## config.mk

```make
export PLATFORM = sky130hd
export DESIGN_NAME = mmu_pager
export DESIGN_NICKNAME = d
export VERILOG_FILES = /design/src/rtl/mmu_pkg.sv /design/src/rtl/mmu_pte_table.sv /design/src/rtl/mmu_xlate.sv /design/src/rtl/mmu_pager.sv
export SDC_FILE = /design/constraint.sdc
export NUM_CORES = 1
export LEC_CHECK = 0
export CORE_UTILIZATION = 30
export CTS_BUF_LIST = sky130_fd_sc_hd__clkbuf_8
export DETAILED_ROUTE_END_ITERATION = 6
export RECOVER_POWER = 100
export SKIP_LAST_GASP = 1
export SLEW_MARGIN = 20
export SYNTH_ARGS = -nofsm -noshare
export SYNTH_HDL_FRONTEND = slang
export SYNTH_SLANG_ARGS = --single-unit
```

## constraint.sdc

```tcl
create_clock -name clk -period 2.7 [get_ports clk]
set_input_delay 0.54 -clock clk [delete_from_list [all_inputs] [get_ports clk]]
set_output_delay 0.54 -clock clk [all_outputs]
set_load 0.05 [all_outputs]
```

## src/rtl/mmu_pkg.sv

```systemverilog
package mmu_pkg;
    localparam int VA_W    = 16;
    localparam int OFF_W   = 12;
    localparam int PG_W    = VA_W - OFF_W;
    localparam int N_PAGES = 1 << PG_W;
    localparam int FR_W    = 3;
    localparam int PA_W    = FR_W + OFF_W;

    typedef enum logic [1:0] {
        ACC_READ  = 2'd0,
        ACC_WRITE = 2'd1,
        ACC_FETCH = 2'd2,
        ACC_ALT   = 2'd3
    } acc_kind_e;

    typedef struct packed {
        logic            nocache;
        logic            modified;
        logic            referenced;
        logic            can_x;
        logic            can_w;
        logic            can_r;
        logic            present;
        logic [FR_W-1:0] frame;
    } pte_t;

    localparam int PTE_W = $bits(pte_t);

    typedef struct packed {
        logic            valid;
        logic            pgfault;
        logic            protfault;
        logic            nocache;
        logic [PG_W-1:0] fpage;
        logic [PA_W-1:0] paddr;
    } xl_rsp_t;

    function automatic logic perm_ok(pte_t e, acc_kind_e k);
        case (k)
            ACC_WRITE: return e.can_w;
            ACC_FETCH: return e.can_x;
            default:   return e.can_r;
        endcase
    endfunction
endpackage

```

## src/rtl/mmu_pte_table.sv

```systemverilog
module mmu_pte_table
    import mmu_pkg::*;
(
    input  logic            clk,
    input  logic            rst,
    input  logic            sw_we,
    input  logic [PG_W-1:0] sw_idx,
    input  pte_t            sw_wdata,
    output pte_t            sw_rdata,
    input  logic [PG_W-1:0] lk_idx,
    output pte_t            lk_entry,
    input  logic            hw_upd,
    input  logic [PG_W-1:0] hw_idx,
    input  logic            hw_set_mod
);
    pte_t ent [N_PAGES];

    for (genvar g = 0; g < N_PAGES; g++) begin : g_slot
        pte_t slot;
        always_ff @(posedge clk) begin
            if (rst) begin
                slot <= '0;
            end else if (sw_we && sw_idx == PG_W'(g)) begin
                slot <= sw_wdata;
            end else if (hw_upd && hw_idx == PG_W'(g)) begin
                slot.referenced <= 1'b1;
                if (hw_set_mod) slot.modified <= 1'b1;
            end
        end
        assign ent[g] = slot;
    end

    always_ff @(posedge clk) begin
        if (rst) sw_rdata <= '0;
        else     sw_rdata <= ent[sw_idx];
    end

    assign lk_entry = ent[lk_idx];
endmodule

```

## src/rtl/mmu_xlate.sv

```systemverilog
module mmu_xlate
    import mmu_pkg::*;
(
    input  logic            req_valid,
    input  logic [VA_W-1:0] req_addr,
    input  acc_kind_e       kind,
    input  pte_t            ent,
    output xl_rsp_t         nxt,
    output logic            upd,
    output logic            set_mod
);
    logic [PG_W-1:0] page;
    assign page = req_addr[VA_W-1:OFF_W];

    always_comb begin
        nxt     = '0;
        upd     = 1'b0;
        set_mod = 1'b0;
        if (req_valid) begin
            nxt.valid = 1'b1;
            if (!ent.present) begin
                nxt.pgfault = 1'b1;
                nxt.fpage   = page;
            end else if (!perm_ok(ent, kind)) begin
                nxt.protfault = 1'b1;
                nxt.fpage     = page;
            end else begin
                nxt.paddr   = {ent.frame, req_addr[OFF_W-1:0]};
                nxt.nocache = ent.nocache;
                upd         = 1'b1;
                set_mod     = (kind == ACC_WRITE);
            end
        end
    end
endmodule

```

## src/rtl/mmu_pager.sv

```systemverilog
module mmu_pager
    import mmu_pkg::*;
(
    input  logic             clk,
    input  logic             rst,
    input  logic             req_valid,
    input  logic [VA_W-1:0]  req_addr,
    input  logic [1:0]       req_kind,
    output logic             rsp_valid,
    output logic [PA_W-1:0]  rsp_paddr,
    output logic             rsp_nocache,
    output logic             rsp_page_fault,
    output logic             rsp_prot_fault,
    output logic [PG_W-1:0]  rsp_fault_page,
    input  logic             tbl_we,
    input  logic [PG_W-1:0]  tbl_idx,
    input  logic [PTE_W-1:0] tbl_wdata,
    output logic [PTE_W-1:0] tbl_rdata
);
    pte_t    lk_entry;
    pte_t    rd_entry;
    xl_rsp_t nxt;
    xl_rsp_t rsp_q;
    logic    upd;
    logic    set_mod;

    mmu_pte_table u_table (
        .clk        (clk),
        .rst        (rst),
        .sw_we      (tbl_we),
        .sw_idx     (tbl_idx),
        .sw_wdata   (pte_t'(tbl_wdata)),
        .sw_rdata   (rd_entry),
        .lk_idx     (req_addr[VA_W-1:OFF_W]),
        .lk_entry   (lk_entry),
        .hw_upd     (upd),
        .hw_idx     (req_addr[VA_W-1:OFF_W]),
        .hw_set_mod (set_mod)
    );

    mmu_xlate u_xlate (
        .req_valid (req_valid),
        .req_addr  (req_addr),
        .kind      (acc_kind_e'(req_kind)),
        .ent       (lk_entry),
        .nxt       (nxt),
        .upd       (upd),
        .set_mod   (set_mod)
    );

    always_ff @(posedge clk) begin
        if (rst) rsp_q <= '0;
        else     rsp_q <= nxt;
    end

    assign rsp_valid      = rsp_q.valid;
    assign rsp_paddr      = rsp_q.paddr;
    assign rsp_nocache    = rsp_q.nocache;
    assign rsp_page_fault = rsp_q.pgfault;
    assign rsp_prot_fault = rsp_q.protfault;
    assign rsp_fault_page = rsp_q.fpage;
    assign tbl_rdata      = rd_entry;
endmodule

```

==> results.json, run 1 <==
{
  "status": "finished clean",
  "synth_area_mm2": 0.00982,
  "io_pins": 69,
  "drive_above_1_share_pct": 18.7,
  "grt_max_degree": 95,
  "remaining_drc_errors": 0,
  "port_buffers": 68,
  "cp-start-kind": "input port",
  "vias": 8302,
  "die_w_um": 183,
  "ctsHoldBuffers": 0,
  "worstPathRequired_ns": 3.10,
  "fin_crit_ns": 2.44,
  "clk_pin_slew_ns": 0.12,
  "fin_setup_tns_ns": 0,
  "place_hpwl_um": 22000,
  "grt_pass1_vias": 8227,
  "grt_pass1_wl_um": 48400,
  "yosys.area_share.adder_pct": 0.255,
  "final_common_cell": "nand2_1",
  "yosysSeqAreaShare_pct": 39.3,
  "slew_violations": 0,
  "area_growth_pct": 17.6,
  "clk_latency_ns": 0.50,
  "synth_top_family_by_area": "multiplexers",
  "hold_violations": 0,
  "synth_cell_types": 48,
  "hold_path.class": "reg -> reg",
  "irDropWorstVdd_mv": 0.296,
  "vias_per_cell": 5.33,
  "cts.path.max_buffers": 2,
  "cts-root-buf": "clkbuf_8",
  "synth_compound_area_share_pct": 17.5,
  "initialDrtViolationCount": 785,
  "crit_path_max_fanout": 11,
  "wl_per_cell_um": 19.6,
  "area.sequential_mm2": 0.00386,
  "syn_inst": 1047,
  "grt_overflow": 0,
  "ys_top_cells_by_area": "dfxtp_1, mux4_2, nand2_1, a21oi_1, o21ai_0",
  "cts_num_sinks": 193,
  "tightest_slew_ns": 0.946,
  "synthSimpleGateAreaFrac_pct": 16.2,
  "synth_top_area_share_pct": 39.3,
  "dieArea_mm2": 0.0335,
  "synth_edf_count": 0,
  "synth_mux_area_share_pct": 21.5,
  "die_h_um": 183,
  "max_freq_mhz": 410,
  "antenna_cells": 0,
  "rsz0062_at_grt": "false",
  "skew_ns": 0.0221,
  "ant_nets": 0,
  "drv_cap": 0,
  "std_cell_rows": 65,
  "core_mm2": 0.0319,
  "power_w": 0.00544,
  "mostFrequentLayoutCells": "nand2_1, dfxtp_1, a21oi_1, mux4_2, o21ai_0",
  "cts_tree": "yes",
  "p_per_area_mw_per_mm2": 470,
  "post-route-period-util_pct": 90.4,
  "nNetsFinal": 1149,
  "setup.worst_path.class": "in -> reg",
  "nFillCells": 3282,
  "grt_usage_pct": 18.8,
  "multi_input_area_mm2": 0.00536,
  "end_kind": "flop",
  "synth_xor_area_share_pct": 0,
  "relSlewSlack_pct": 37.0,
  "antenna_found_initial": 0,
  "wl_um": 30600,
  "ys.flop_type": "dfxtp_1",
  "setup-violations-final": 0,
  "post_cts_resized": 0,
  "syn_area_per_cell_um2": 9.38,
  "leakage_nw": 3.86,
  "async_flop_share_pct": 0,
  "dr.pass1.iters": 5,
  "cts_buffers": 17,
  "yosysTopAreaCell": "dfxtp_1",
  "cts_htree_levels": 4,
  "cts_setup_buffers": 0,
  "cp.arrival_ns": 2.84,
  "ys.warnings.count": 0,
  "initial_core_util_pct": 30.8,
  "place.gp.congestion": 0.919,
  "synth_fp_nets": 1085,
  "synth-seq-cells": 193
}
==> cell families (layout without fill, tap and decap cells) <==
family	Yosys count	in the layout
and+or+nand+nor	369	369
AOI/OAI and AO/OA	261	261
muxes	109	109
DFF	193	193
buffers and inverters	113	190
adders and majority gates	2	2
==> cell type report <==
| class | instances | share of cell area, % |
|---|---|---|
| Multi-Input combinational cell | 741 | 46.4 |
| Timing Repair Buffer | 153 | 12.2 |
| Clock buffer | 17 | 2.03 |
| Clock inverter | 15 | 1.09 |
| Inverter | 5 | 0.162 |
| Sequential cell | 193 | 33.4 |
| Tap cell | 435 | 4.71 |
==> synthesized netlist by cell type (all sizes together), types with 2 or more instances <==
cell type	instances
or3	10
inv	4
o21ai	68
buf	31
and4b	4
nor3	17
ha	2
nand2b	3
clkbuf	77
mux4	82
a211oi	2
nor2	29
o41ai	26
a21oi	117
nor2b	14
nand3	9
nand2	260
o211a	5
a21o	26
a22oi	2
nor3b	3
or2	11
mux2i	27
o31ai	6
dfxtp	193
nand3b	4
==> metrics by stage <==
step | setup WS, ns | hold slack, ns | util (%) | area (um2) | std cells
finish | 0.258 | 0.473 | 36.2 | 11600 | 1559
detailed placement | -0.0804 | 0.460 | 35.6 | 11400 | 1527
CTS | 0.446 | 0.475 | 36.8 | 11700 | 1559
floorplan | 0.333 | 0.443 | - | 9820 | 1047
global placement | -0.00912 | 0.451 | 35.6 | 11400 | 1527
global route | 0.183 | 0.494 | 36.2 | 11600 | 1559
==> where the power goes <==
part / internal (W) / switching, W
combinational: 0.000272 / 0.000441
sequential: 0.00288 / 0.0000241
clock: 0.000664 / 0.00115
total: 0.00382 / 0.00161
==> worst max-delay path, cell delays in order <==
cell	delay, ns
dlygate4sd3_1	0.62
buf_4	0.18
nand3b_1	0.18
nor2_1	0.13
clkbuf_1	0.68
mux2i_1	0.16
or2_2	0.30
o41ai_1	0.06
==> state kept, by name (all words and copies together) (netlist names) <==
signal and flops:
rsp_nocache 1, rsp_valid 1, rsp_fault_page 4, u_table.ent 160, rsp_page_fault 1, rsp_prot_fault 1, u_table.sw_rdata 10, rsp_paddr 15
==> routing by layer <==
metal  track usage (%)  wire length [um]
met5                 0                 0
met4              6.10               599
met3              3.57              2010
met2              30.9             14800
met1              24.7             13300
==> worst paths after layout <==
path                                                     from                            end  slack (ns)  cells after the start
worst max register to register  u_table.ent[134]$_SDFFE_PP0P_       rsp_paddr[13]$_SDFF_PP0_        0.45                      6
worst min register to register   u_table.ent[36]$_SDFFE_PP0P_   u_table.ent[36]$_SDFFE_PP0P_        0.47                      2
worst max-delay path                               tbl_idx[2]  u_table.ent[107]$_SDFFE_PP0P_        0.26                      8
worst min-delay path             u_table.ent[36]$_SDFFE_PP0P_   u_table.ent[36]$_SDFFE_PP0P_        0.47                      2
No activity file was read; power rests on OpenSTA's default activity.
==> inputs of run 2 (changes only) <==
- PLACE_DENSITY_LB_ADDON: default -> 0.25
==> run 2 against run 1 <==
Compared with the run above:
- combinational power about the same
- non-clock buffer count increased by 11
- global-route usage increased by 0.30 points
- critical path type unchanged
- largest power group unchanged
==> results.json, run 2 (same netlist as run 1, synthesis figures left out) <==
{
  "largest_reg_flops": 160,
  "hold_path.class": "reg -> reg",
  "mostFrequentLayoutCells": "nand2_1, dfxtp_1, a21oi_1, mux4_2, buf_4",
  "post-route-period-util_pct": 90.6,
  "hold_violations": 0,
  "ctsHoldBuffers": 0,
  "area_growth_pct": 18.2,
  "ant_nets": 0,
  "clk_latency_ns": 0.49,
  "cpPeakStageDelay_ns": 0.69,
  "clk_pin_slew_ns": 0.10,
  "fin_crit_ns": 2.45,
  "crit_chain": "dlygate4sd3_1 > nor2b_1 > buf_4 > a2111oi_2 > o21ai_2 > buf_12 > o41ai_1",
  "cts-root-buf": "clkbuf_8",
  "core_mm2": 0.0319,
  "crit_start": "req_addr[15]",
  "cts_htree_levels": 4,
  "grt_usage_pct": 19.1,
  "final_common_cell": "nand2_1",
  "end_kind": "flop",
  "initial_core_util_pct": 30.8,
  "cp.arrival_ns": 2.82,
  "port_buffers": 68,
  "relSlewSlack_pct": 48.2,
  "cts.path.max_buffers": 2,
  "r2r-end": "u_table.ent[147]$_SDFFE_PP0P_",
  "place_hpwl_um": 22700,
  "dpl_cell_area_mm2": 0.0114,
  "worstReg2RegStart": "u_table.ent[63]$_SDFFE_PP0P_",
  "wl_per_cell_um": 19.7,
  "endpoint": "u_table.ent[147]$_SDFFE_PP0P_",
  "fin_setup_tns_ns": 0,
  "dieArea_mm2": 0.0335,
  "vias_per_cell": 5.20,
  "vias": 8166,
  "setup-violations-final": 0,
  "leakage_nw": 3.91,
  "max_freq_mhz": 409,
  "cp-start-kind": "input port",
  "die_h_um": 183,
  "tightest_slew_ns": 0.774,
  "remaining_drc_errors": 0,
  "nNetsFinal": 1160,
  "cts_num_sinks": 193,
  "worstPathRequired_ns": 3.07,
  "cts_buffers": 17,
  "antenna_found_initial": 0,
  "setup.worst_path.class": "in -> reg",
  "grt_pass1_vias": 8012,
  "r2r_slack_ns": 0.58,
  "initialDrtViolationCount": 782,
  "antenna_cells": 0,
  "cts_tree": "yes",
  "p_per_area_mw_per_mm2": 483,
  "place.gp.congestion": 0.860,
  "grt_pass1_wl_um": 48400,
  "io_pins": 69,
  "slew_violations": 0,
  "skew_ns": 0.0175,
  "drv_cap": 0,
  "std_cell_rows": 65,
  "cts_setup_buffers": 0,
  "post_cts_resized": 0,
  "drive_above_1_share_pct": 19.4,
  "status": "finished clean",
  "reg2regPathDepth": 6,
  "crit_slowest_cell": "dlygate4sd3_1",
  "grt_max_degree": 72,
  "crit_path_max_fanout": 36,
  "wl_um": 30900,
  "die_w_um": 183,
  "dr.pass1.iters": 7,
  "grt_overflow": 0,
  "rsz0062_at_grt": "false",
  "irDropWorstVdd_mv": 0.326,
  "fin_area_mm2": 0.0116
}
==> run 2: power by group <==
part	switching, W	internal (W)	leakage [nW]
combinational	0.000438	0.000271	2.14
clock	0.00113	0.000864	0.208
sequential	0.0000231	0.00288	1.56
total	0.00159	0.00402	3.91
==> run 2: worst max-delay path: cells and delay by family <==
| family | cells | cell delay (ns) |
|---|---|---|
| buffers and inverters | 3 | 1.05 |
| AND/OR/NAND/NOR | 1 | 0.15 |
| AO/OA/AOI/OAI | 3 | 1.06 |
==> run 2: per-stage QoR <==
stage	utilization, %	total power, W	std cells	hold WS [ns]	setup slack, ns
finish	36.4	0.00561	1570	0.474	0.255
global placement	35.7	0.00370	1538	0.448	-0.0144
CTS	37.0	0.00569	1570	0.472	0.448
floorplan	-	0.00341	1047	0.443	0.333
detailed placement	35.7	0.00371	1538	0.457	-0.00740
global route	36.4	0.00584	1570	0.489	0.192
==> run 2: area by class of cell <==
cell class,instances,area [um2]
Fill cell,3289,20300
Tap cell,435,544
Timing Repair Buffer,164,1430
Inverter,5,18.8
Sequential cell,193,3860
Clock inverter,14,154
Multi-Input combinational cell,741,5360
Clock buffer,18,248
==> run 2: worst min path at each step <==
stage | end | slack (ns) | start | cells after the start
2_1_floorplan | u_table.ent[10]$_SDFFE_PP0P_ | 0.44 | u_table.ent[10]$_SDFFE_PP0P_ | 2
3_3_place_gp | u_table.ent[132]$_SDFFE_PP0P_ | 0.45 | u_table.ent[132]$_SDFFE_PP0P_ | 2
3_5_place_dp | u_table.ent[132]$_SDFFE_PP0P_ | 0.46 | u_table.ent[132]$_SDFFE_PP0P_ | 2
4_1_cts | u_table.ent[132]$_SDFFE_PP0P_ | 0.47 | u_table.ent[132]$_SDFFE_PP0P_ | 2
5_1_grt | u_table.ent[141]$_SDFFE_PP0P_ | 0.49 | u_table.ent[141]$_SDFFE_PP0P_ | 2
6_report | u_table.ent[136]$_SDFFE_PP0P_ | 0.47 | u_table.ent[136]$_SDFFE_PP0P_ | 2
==> run 2: metal layers <==
metal  share of wire (%)  wire length (um)  vias to the layer above  track usage [%]
li1                    -                 -                     3889                -
met1                  47             14600                     4023             26.9
met2                  47             14400                      233             30.2
met3                 5.0              1530                       21             3.14
met4                 1.2               365                        0             4.77
met5                   0                 0                        -                0
